===== config.mk =====
export PLATFORM = sky130hd
export DESIGN_NAME = prefix_page_decoder
export DESIGN_NICKNAME = d
export VERILOG_FILES = /design/src/rtl/opdec_pkg.sv /design/src/rtl/opdec_gate.sv /design/src/rtl/opdec_page.sv /design/src/rtl/prefix_page_decoder.sv
export SDC_FILE = /design/constraint.sdc
export NUM_CORES = 1
export LEC_CHECK = 0
export ABC_AREA = 1
export BUFFER_PORTS_ARGS = -buffer_cell sky130_fd_sc_hd__buf_2
export CORE_MARGIN = 4
export CORE_UTILIZATION = 55
export CTS_BUF_LIST = sky130_fd_sc_hd__clkbuf_8
export CTS_CLUSTER_SIZE = 8
export DETAILED_ROUTE_END_ITERATION = 12
export GPL_ROUTABILITY_DRIVEN = 0
export PLACE_DENSITY = 0.86
export SLEW_MARGIN = 30
export SYNTH_ARGS = -nofsm -noshare
export SYNTH_HDL_FRONTEND = slang
export SYNTH_SLANG_ARGS = --single-unit

===== constraint.sdc =====
create_clock -name clk -period 2.85 [get_ports clk]
set_input_delay 0.285 -clock clk [delete_from_list [all_inputs] [get_ports clk]]
set_output_delay 0.285 -clock clk [all_outputs]
set_load 0.005 [all_outputs]

===== src/rtl/opdec_pkg.sv =====
package opdec_pkg;

    localparam int OP_W  = 8;
    localparam int NIB_W = OP_W / 2;

    localparam logic [OP_W-1:0] PFX_P2 = 8'h10;
    localparam logic [OP_W-1:0] PFX_P3 = 8'h11;
    localparam logic [OP_W-1:0] OP_CMPW_A = 8'h83;
    localparam logic [OP_W-1:0] OP_CMPW_B = 8'h8C;
    localparam logic [OP_W-1:0] OP_TRAP   = 8'h3F;

    typedef enum logic [1:0] {PG_NONE = 2'd0, PG_1 = 2'd1, PG_2 = 2'd2, PG_3 = 2'd3} page_e;

    typedef enum logic [2:0] {
        M_INH = 3'd0, M_IMM = 3'd1, M_DIR = 3'd2, M_IDX = 3'd3, M_EXT = 3'd4, M_REL = 3'd5
    } amode_e;

    typedef enum logic [2:0] {
        T_NONE = 3'd0, T_A = 3'd1, T_B = 3'd2, T_X = 3'd3, T_Y = 3'd4, T_S = 3'd5, T_U = 3'd6
    } tgt_e;

    typedef enum logic [2:0] {
        G_NONE = 3'd0, G_ACC = 3'd1, G_UNARY = 3'd2, G_LEA = 3'd3,
        G_CMPW = 3'd4, G_LBR = 3'd5, G_TRAP = 3'd6
    } grp_e;

    typedef struct packed {
        logic   legal;
        grp_e   grp;
        amode_e mode;
        tgt_e   tgt;
    } dec_t;

    localparam dec_t DEC_NONE = '{legal: 1'b0, grp: G_NONE, mode: M_INH, tgt: T_NONE};

    function automatic amode_e mem_mode(input logic [1:0] sel);
        case (sel)
            2'd0:    return M_IMM;
            2'd1:    return M_DIR;
            2'd2:    return M_IDX;
            default: return M_EXT;
        endcase
    endfunction

    function automatic tgt_e ptr_target(input logic [1:0] sel);
        case (sel)
            2'd0:    return T_X;
            2'd1:    return T_Y;
            2'd2:    return T_S;
            default: return T_U;
        endcase
    endfunction

    // Base page: accumulator ops, unary ops, address loads.
    function automatic dec_t decode_base(input logic [OP_W-1:0] op);
        logic [NIB_W-1:0] hi;
        logic [NIB_W-1:0] lo;
        dec_t d;
        hi = op[OP_W-1:NIB_W];
        lo = op[NIB_W-1:0];
        d  = DEC_NONE;
        if (hi[NIB_W-1]) begin
            d.legal = 1'b1;
            d.grp   = G_ACC;
            d.tgt   = hi[2] ? T_B : T_A;
            d.mode  = mem_mode(hi[1:0]);
        end else begin
            case (hi)
                4'h0: begin d.legal = 1'b1; d.grp = G_UNARY; d.mode = M_DIR; end
                4'h4: begin d.legal = 1'b1; d.grp = G_UNARY; d.mode = M_INH; d.tgt = T_A; end
                4'h5: begin d.legal = 1'b1; d.grp = G_UNARY; d.mode = M_INH; d.tgt = T_B; end
                4'h6: begin d.legal = 1'b1; d.grp = G_UNARY; d.mode = M_IDX; end
                4'h7: begin d.legal = 1'b1; d.grp = G_UNARY; d.mode = M_EXT; end
                4'h3: begin
                    if (lo[3:2] == 2'b00) begin
                        d.legal = 1'b1;
                        d.grp   = G_LEA;
                        d.mode  = M_IDX;
                        d.tgt   = ptr_target(lo[1:0]);
                    end
                end
                default: d = DEC_NONE;
            endcase
        end
        return d;
    endfunction

    // Extended pages 2 and 3.
    function automatic dec_t decode_ext(input page_e pg, input logic [OP_W-1:0] op);
        dec_t d;
        d = DEC_NONE;
        if (op == OP_CMPW_A || op == OP_CMPW_B) begin
            d.legal = 1'b1; d.grp = G_CMPW; d.mode = M_IMM;
        end else if (op == OP_TRAP) begin
            d.legal = 1'b1; d.grp = G_TRAP; d.mode = M_INH;
        end else if (pg == PG_2 && op[OP_W-1:NIB_W] == 4'h2 && op[NIB_W-1:0] != 4'h0) begin
            d.legal = 1'b1; d.grp = G_LBR; d.mode = M_REL;
        end
        return d;
    endfunction

endpackage


===== src/rtl/opdec_gate.sv =====
module opdec_gate (
    input  logic mask_f,
    input  logic mask_i,
    input  logic halt_n,
    input  logic reset_n,
    input  logic nmi_n,
    input  logic firq_n,
    input  logic irq_n,
    output logic inhibit
);
    logic hard_block;
    logic soft_block;

    always_comb begin
        hard_block = ~halt_n | ~reset_n | ~nmi_n;
        soft_block = (~firq_n & ~mask_f) | (~irq_n & ~mask_i);
        inhibit    = hard_block | soft_block;
    end
endmodule


===== src/rtl/opdec_page.sv =====
module opdec_page
    import opdec_pkg::*;
(
    input  logic            clk,
    input  logic            rst,
    input  logic            take,
    input  logic [OP_W-1:0] byte_in,
    output page_e           cur_pg,
    output logic            is_pfx
);
    page_e pg_q;

    assign is_pfx = (byte_in == PFX_P2) || (byte_in == PFX_P3);
    assign cur_pg = pg_q;

    always_ff @(posedge clk) begin
        if (rst) begin
            pg_q <= PG_1;
        end else if (take) begin
            if (byte_in == PFX_P2)      pg_q <= PG_2;
            else if (byte_in == PFX_P3) pg_q <= PG_3;
            else                        pg_q <= PG_1;
        end
    end


    pfx2_page_chk: assert property (@(posedge clk) disable iff (rst)
        (take && byte_in == PFX_P2) |=> (cur_pg == PG_2));


    pfx3_page_chk: assert property (@(posedge clk) disable iff (rst)
        (take && byte_in == PFX_P3) |=> (cur_pg == PG_3));


    back_to_base_chk: assert property (@(posedge clk) disable iff (rst)
        (take && !is_pfx) |=> (cur_pg == PG_1));


    page_hold_chk: assert property (@(posedge clk) disable iff (rst)
        !take |=> $stable(cur_pg));
endmodule


===== src/rtl/prefix_page_decoder.sv =====
module prefix_page_decoder
    import opdec_pkg::*;
(
    input  logic            clk,
    input  logic            rst,
    input  logic            byte_vld,
    input  logic [OP_W-1:0] byte_in,
    input  logic            mask_f,
    input  logic            mask_i,
    input  logic            halt_n,
    input  logic            reset_n,
    input  logic            nmi_n,
    input  logic            firq_n,
    input  logic            irq_n,
    output logic            dec_vld,
    output logic            illegal,
    output logic [1:0]      page,
    output logic [2:0]      group,
    output logic [2:0]      mode,
    output logic [2:0]      target
);
    logic  inhibit;
    logic  take;
    logic  is_pfx;
    page_e cur_pg;
    dec_t  dec;

    opdec_gate u_gate (
        .mask_f  (mask_f),
        .mask_i  (mask_i),
        .halt_n  (halt_n),
        .reset_n (reset_n),
        .nmi_n   (nmi_n),
        .firq_n  (firq_n),
        .irq_n   (irq_n),
        .inhibit (inhibit)
    );

    assign take = byte_vld & ~inhibit;

    opdec_page u_page (
        .clk     (clk),
        .rst     (rst),
        .take    (take),
        .byte_in (byte_in),
        .cur_pg  (cur_pg),
        .is_pfx  (is_pfx)
    );

    always_comb begin
        if (cur_pg == PG_1) dec = decode_base(byte_in);
        else                dec = decode_ext(cur_pg, byte_in);
    end

    always_ff @(posedge clk) begin
        if (rst) begin
            dec_vld <= 1'b0;
            illegal <= 1'b0;
            page    <= '0;
            group   <= '0;
            mode    <= '0;
            target  <= '0;
        end else begin
            dec_vld <= 1'b0;
            illegal <= 1'b0;
            page    <= '0;
            group   <= '0;
            mode    <= '0;
            target  <= '0;
            if (take && !is_pfx) begin
                page <= cur_pg;
                if (dec.legal) begin
                    dec_vld <= 1'b1;
                    group   <= dec.grp;
                    mode    <= dec.mode;
                    target  <= dec.tgt;
                end else begin
                    illegal <= 1'b1;
                end
            end
        end
    end


    held_off_quiet_chk: assert property (@(posedge clk) disable iff (rst)
        (byte_vld && inhibit) |=> !(dec_vld || illegal));


    idle_quiet_chk: assert property (@(posedge clk) disable iff (rst)
        !byte_vld |=> !(dec_vld || illegal));


    prefix_quiet_chk: assert property (@(posedge clk) disable iff (rst)
        (take && is_pfx) |=> !(dec_vld || illegal));


    illegal_fields_chk: assert property (@(posedge clk) disable iff (rst)
        illegal |-> (!dec_vld && group == 3'd0 && mode == 3'd0 && target == 3'd0 && page != 2'd0));


    acc_target_chk: assert property (@(posedge clk) disable iff (rst)
        (dec_vld && group == G_ACC) |-> (page == PG_1 && (target == T_A || target == T_B)));


    lea_mode_chk: assert property (@(posedge clk) disable iff (rst)
        (dec_vld && group == G_LEA) |-> (mode == M_IDX && page == PG_1));


    page_code_chk: assert property (@(posedge clk) disable iff (rst)
        (dec_vld || illegal) == (page != 2'd0));
endmodule


Word-level counts from Yosys, hierarchy flattened:

Cells that the tools add are included.

* flip-flop bits (word level): 15
* logic and storage cells: 72
* output and inout bits: 13
* input port bits: 18

* reductions and logical operators: 15
* multiplexer cells: 15
* eq/ne operators: 17
* bitwise logic cells: 18

Operator list (number)
* $pmux W7 S5: 1
* $mux W10: 3
* $pmux W3 S3: 3
* $mux W7: 3
* $eq A4 B3 Y1 const B: 4
* $eq A8 B5 Y1 const B: 2
* $eq A8 B8 Y1 const B: 2
* $not A1 Y1: 11
* $eq A4 B2 Y1 const B: 2
* $eq A8 B6 Y1 const B: 1
* $eq A2 B1 Y1 const B: 3
* $eq A2 B2 Y1 const B: 3
* $logic_not A2 Y1: 3
* $mux W2: 3
* $logic_not A4 Y1: 1
* $or A1 B1 Y1: 4
* $reduce_bool A4 Y1: 1
* $reduce_or A2 Y1: 2
* $reduce_or A4 Y1: 1
* $and A1 B1 Y1: 3
* $logic_and A1 B1 Y1: 3
* $reduce_or A3 Y1: 1
* $logic_or A1 B1 Y1: 2
* $mux W1: 2
* $logic_not A1 Y1: 1

Logic depth before layout (Yosys ltp):

* depth after elaboration: 9
* mapped depth: 9
* gate-level depth less buffers: 9

Modules after synthesis:

Synthesis repeated with hierarchy kept, for this count alone.

* cells, all modules: 135
* area total of the unflattened synthesis: 950.9 µm²

By module, submodules not included
* prefix_page_decoder: cells an instance 105, times used 1, area each 802.0 µm²
* opdec_page: cells an instance 23, times used 1, area each 122.6 µm²
* opdec_gate: cells an instance 7, times used 1, area each 26.3 µm²

Worst setup path before layout:

OpenSTA, ideal clock, no wires.

* path kind: input-to-reg
* start: input byte_in[4]
* end: register group[1]
* library setup time: 0.115 ns
* required time: 2.735 ns
* path slack: 1.608 ns
* arrival time: 1.127 ns
* cell stages on the path: 8
* path buffers: 0
* cell sequence: inv_1 -> ha_1 -> nand3_1 -> nand2_1 -> nor2_1 -> nand4_1 -> nand3_2 -> nor2_1

* cells in the longest elaborated chain, start to end: 9

Ends and longest elaborated chain
* start, declared: RTL line prefix_page_decoder.sv:7 `input logic [OP_W-1:0] byte_in,`
* $eq A4 B2 Y1: RTL line opdec_pkg.sv:96 `end else if (pg == PG_2 && op[OP_W-1:NIB_W] == 4'h2 && op[NIB_W-1:0] != 4'h0) begin`
* $logic_and A1 B1 Y1 (2 in series): RTL line opdec_pkg.sv:96
* $mux W7: RTL line opdec_pkg.sv:96
* $mux W7: RTL line opdec_pkg.sv:94 `end else if (op == OP_TRAP) begin`
* $mux W7: RTL line opdec_pkg.sv:92 `if (op == OP_CMPW_A || op == OP_CMPW_B) begin`
* $mux W10: RTL line prefix_page_decoder.sv:51 `if (cur_pg == PG_1) dec = decode_base(byte_in);`
* $not A1 Y1 (no line)
* $reduce_or A3 Y1 (no line)
* end signal, assigned: RTL line prefix_page_decoder.sv:74 `group <= dec.grp;`
* end, declared: RTL line prefix_page_decoder.sv:18 `output logic [2:0] group,`

Parallel ways exist; a longest one is shown, timed or not.
A chain may end at the register's enable or synchronous reset.

Worst setup path in the final report:

* start: register u_page.pg_q[0] (netlist: u_page.cur_pg[0])
* end: register group[1]

* cells in the longest elaborated chain, start to end: 9

Ends and longest elaborated chain
* start, declared: RTL line opdec_page.sv:11 `page_e pg_q;`
* start signal, assigned: RTL line opdec_page.sv:18 `pg_q <= PG_1;`
* start signal, assigned: RTL line opdec_page.sv:20 `if (byte_in == PFX_P2) pg_q <= PG_2;`
* start signal, assigned: RTL line opdec_page.sv:21 `else if (byte_in == PFX_P3) pg_q <= PG_3;`
* $eq A2 B2 Y1: RTL line opdec_pkg.sv:96
* $logic_and A1 B1 Y1 (2 in series): RTL line opdec_pkg.sv:96
* $mux W7: RTL line opdec_pkg.sv:96
* $mux W7: RTL line opdec_pkg.sv:94
* $mux W7: RTL line opdec_pkg.sv:92
* $mux W10 *: RTL line prefix_page_decoder.sv:51
* $not A1 Y1 (no line)
* $reduce_or A3 Y1 (no line)

Mark *: on every way between the ends. The rest lies on a longest branch, timed or not.

==> results.ini <==
[synthesis]
syn_inst = 131
ys_seq_area_share_pct = 32.7
ys_warn_count = 0
syn_area_per_cell_um2 = 7.00
syn_nets = 158
synth_area_um2 = 917
yosysTopAreaCell = dfxtp_1
yosysTopAreaCellShare_pct = 32.7
ys_ff_latch = 15
synthTopCellsByArea = dfxtp_1, ha_1, inv_1
synth_cell_types = 21

[sta]
clock_skew_ps = 1.11
max_freq_mhz = 737
post-route-period-util_pct = 47.6
max-slew-margin-rel_pct = 67.8
setup_tns_ps = 0
hold_ws_ps = 272
setup_violations = 0
final_max_slew_viol_count = 0
hold_viol_final = 0
rsz0062_at_grt = no
finalCriticalPeriod_ps = 1360
worst_pin_slew_ps = 482

[grt]
grt_max_degree = 11
grt_use_total_pct = 16.2
antenna_found_initial = 0
grt_pass1_vias = 794
grt.overflow.total = 0
grt_pass1_wl_um = 3160

[worst_setup_path]
crit_path_start_kind = flop
r2r_cells = 6
startpoint = u_page.cur_pg[0]
cp_max_fo = 8
critPathRequiredTime_ps = 3030
crit_type = reg -> reg
slowest_delay_ps = 380
rrSetupSlack_ps = 1490
rr_startpoint = u_page.cur_pg[0]
end_kind = flop
slowest_stage = nor2_1
arrival_ps = 1540
critPathCapture = group[1]
rr_endpoint = group[1]
path_cells = inv_1 -> nor2_1 -> inv_1 -> nand4_1 -> nand3_2 -> nor2_1

[routing]
drc = 0
routed_wl_um = 1830
via_per_inst = 5.06
wl_per_cell_um = 10.1
drt_iter0_markers = 25
antenna_left = 0
first_pass_iters = 4
vias = 915

[placement]
dp_hpwl_um = 1520
port_buffers = 30
place_inst = 177

[min_path]
hold_class = in -> reg

[layout]
final_util_pct = 73.5
diodes = 0
drive_gt1_share_pct = 27.3
mostFrequentLayoutCells = buf_2, inv_1, nand2_1, nor2_1, dfxtp_1
final_cells = 181
final_common_cell = buf_2
layout-area-overhead-vs-synth_pct = 23.5
finalNetCount = 193

[clock_tree]
htree_levels = 1
cts_resized = 0
clk_pin_slew_ps = 50
cts_setup_buffers = 0
postCtsHoldBufs = 0
cts_buffers = 3
insertion_delay_ps = 240
ctsRootBufferMaster = clkbuf_8
clockBufferDepth = 2
clock_sinks = 15
tritoncts = built

[floorplan]
start_util_pct = 59.5
pin_count = 31
fp-row-count = 14
die_h_um = 48.8
die_area_um2 = 2380
core_area_um2 = 1540
die_x_um = 48.8

[power]
peakVddDrop_uv = 218
p_per_area_nw_per_um2 = 390
leakagePower_nw = 0.643

[status]
outcome = finished, final reports clean

[flow_run]
max-cap-violations = 0

per-layer routing:
layer | vias to the layer above | global-route usage, % | wire [µm]
met1 | 393 | 18.5 | 725
li1 | 484 | - | -
met4 | 0 | 9.42 | 39
met5 | - | 0 | 0
met3 | 4 | 2.14 | 127
met2 | 34 | 28.3 | 938
Yosys cell counts:
cell      count
ha_1          9
nand2_2       1
nand4_1       4
inv_2         1
nand3_2       4
o211ai_1      1
o21bai_1      1
inv_4         1
nand2_4       1
or2_2         1
nor2_4        1
o21a_1        1
nor3_1        2
o21ai_0       4
dfxtp_1      15
inv_1        23
nor2_1       20
nor2_2        2
a21oi_1       5
nand2_1      22
nand3_1      12
critical path, delay by kind of cell, from the launching register on:
| family | cells | cell delay (ps) |
|---|---|---|
| simple gates | 4 | 760 |
| buf+inv | 2 | 220 |
| flops | 1 | 310 |
how the worst min path moves through the flow:
stage | start | to | slack (ps) | cells past startpoint
5_1_grt | rst | u_page.cur_pg[1] | 260 | 2
3_5_place_dp | u_page.cur_pg[1] | page[1] | 450 | 2
2_1_floorplan | rst | u_page.cur_pg[1] | 360 | 1
4_1_cts | rst | u_page.cur_pg[1] | 260 | 2
6_report | rst | u_page.cur_pg[1] | 270 | 2
3_3_place_gp | u_page.cur_pg[1] | page[1] | 450 | 2
cells by family after synthesis:
logic type / share of synthesized area [%]
adders and majority gates: 12.3
and+or+nand+nor: 37.1
AOI/OAI and AO/OA: 7.37
buffers and inverters: 10.5
DFF: 32.7
area by class of cell:
cell class                 count  area [µm²]
clock buffer                   3        41.3
clock inverter                 1        3.75
fill                         127         409
inverter                      25        96.3
multi-input combinational     91         520
sequential                    15         300
tap                           16        20.0
timing repair buffer          30         150
report_power, final:
part / total (mW) / switching [mW] / leakage, nW / internal [mW]
Sequential: 0.212 / 0.000537 / 0.121 / 0.211
Clock: 0.161 / 0.0658 / 0.0269 / 0.0951
Combinational: 0.0691 / 0.0417 / 0.495 / 0.0275
per-stage QoR:
| stage | power (mW) | area [µm²] | worst slack (ps) |
|---|---|---|---|
| 2_1_floorplan | 0.258 | 917 | 1610 |
| 3_3_place_gp | 0.283 | 1090 | 1370 |
| 3_5_place_dp | 0.285 | 1090 | 1340 |
| 4_1_cts | 0.445 | 1130 | 1480 |
| 5_1_grt | 0.469 | 1130 | 1320 |
| 6_report | 0.442 | 1130 | 1490 |
registers in the layout, summed over array words and instances, names as in the netlist:
register	cells
illegal	1
mode	3
u_page.cur_pg	2
page	2
group	3
dec_vld	1
target	3
Note: power is estimated with default switching activity, not from simulation.
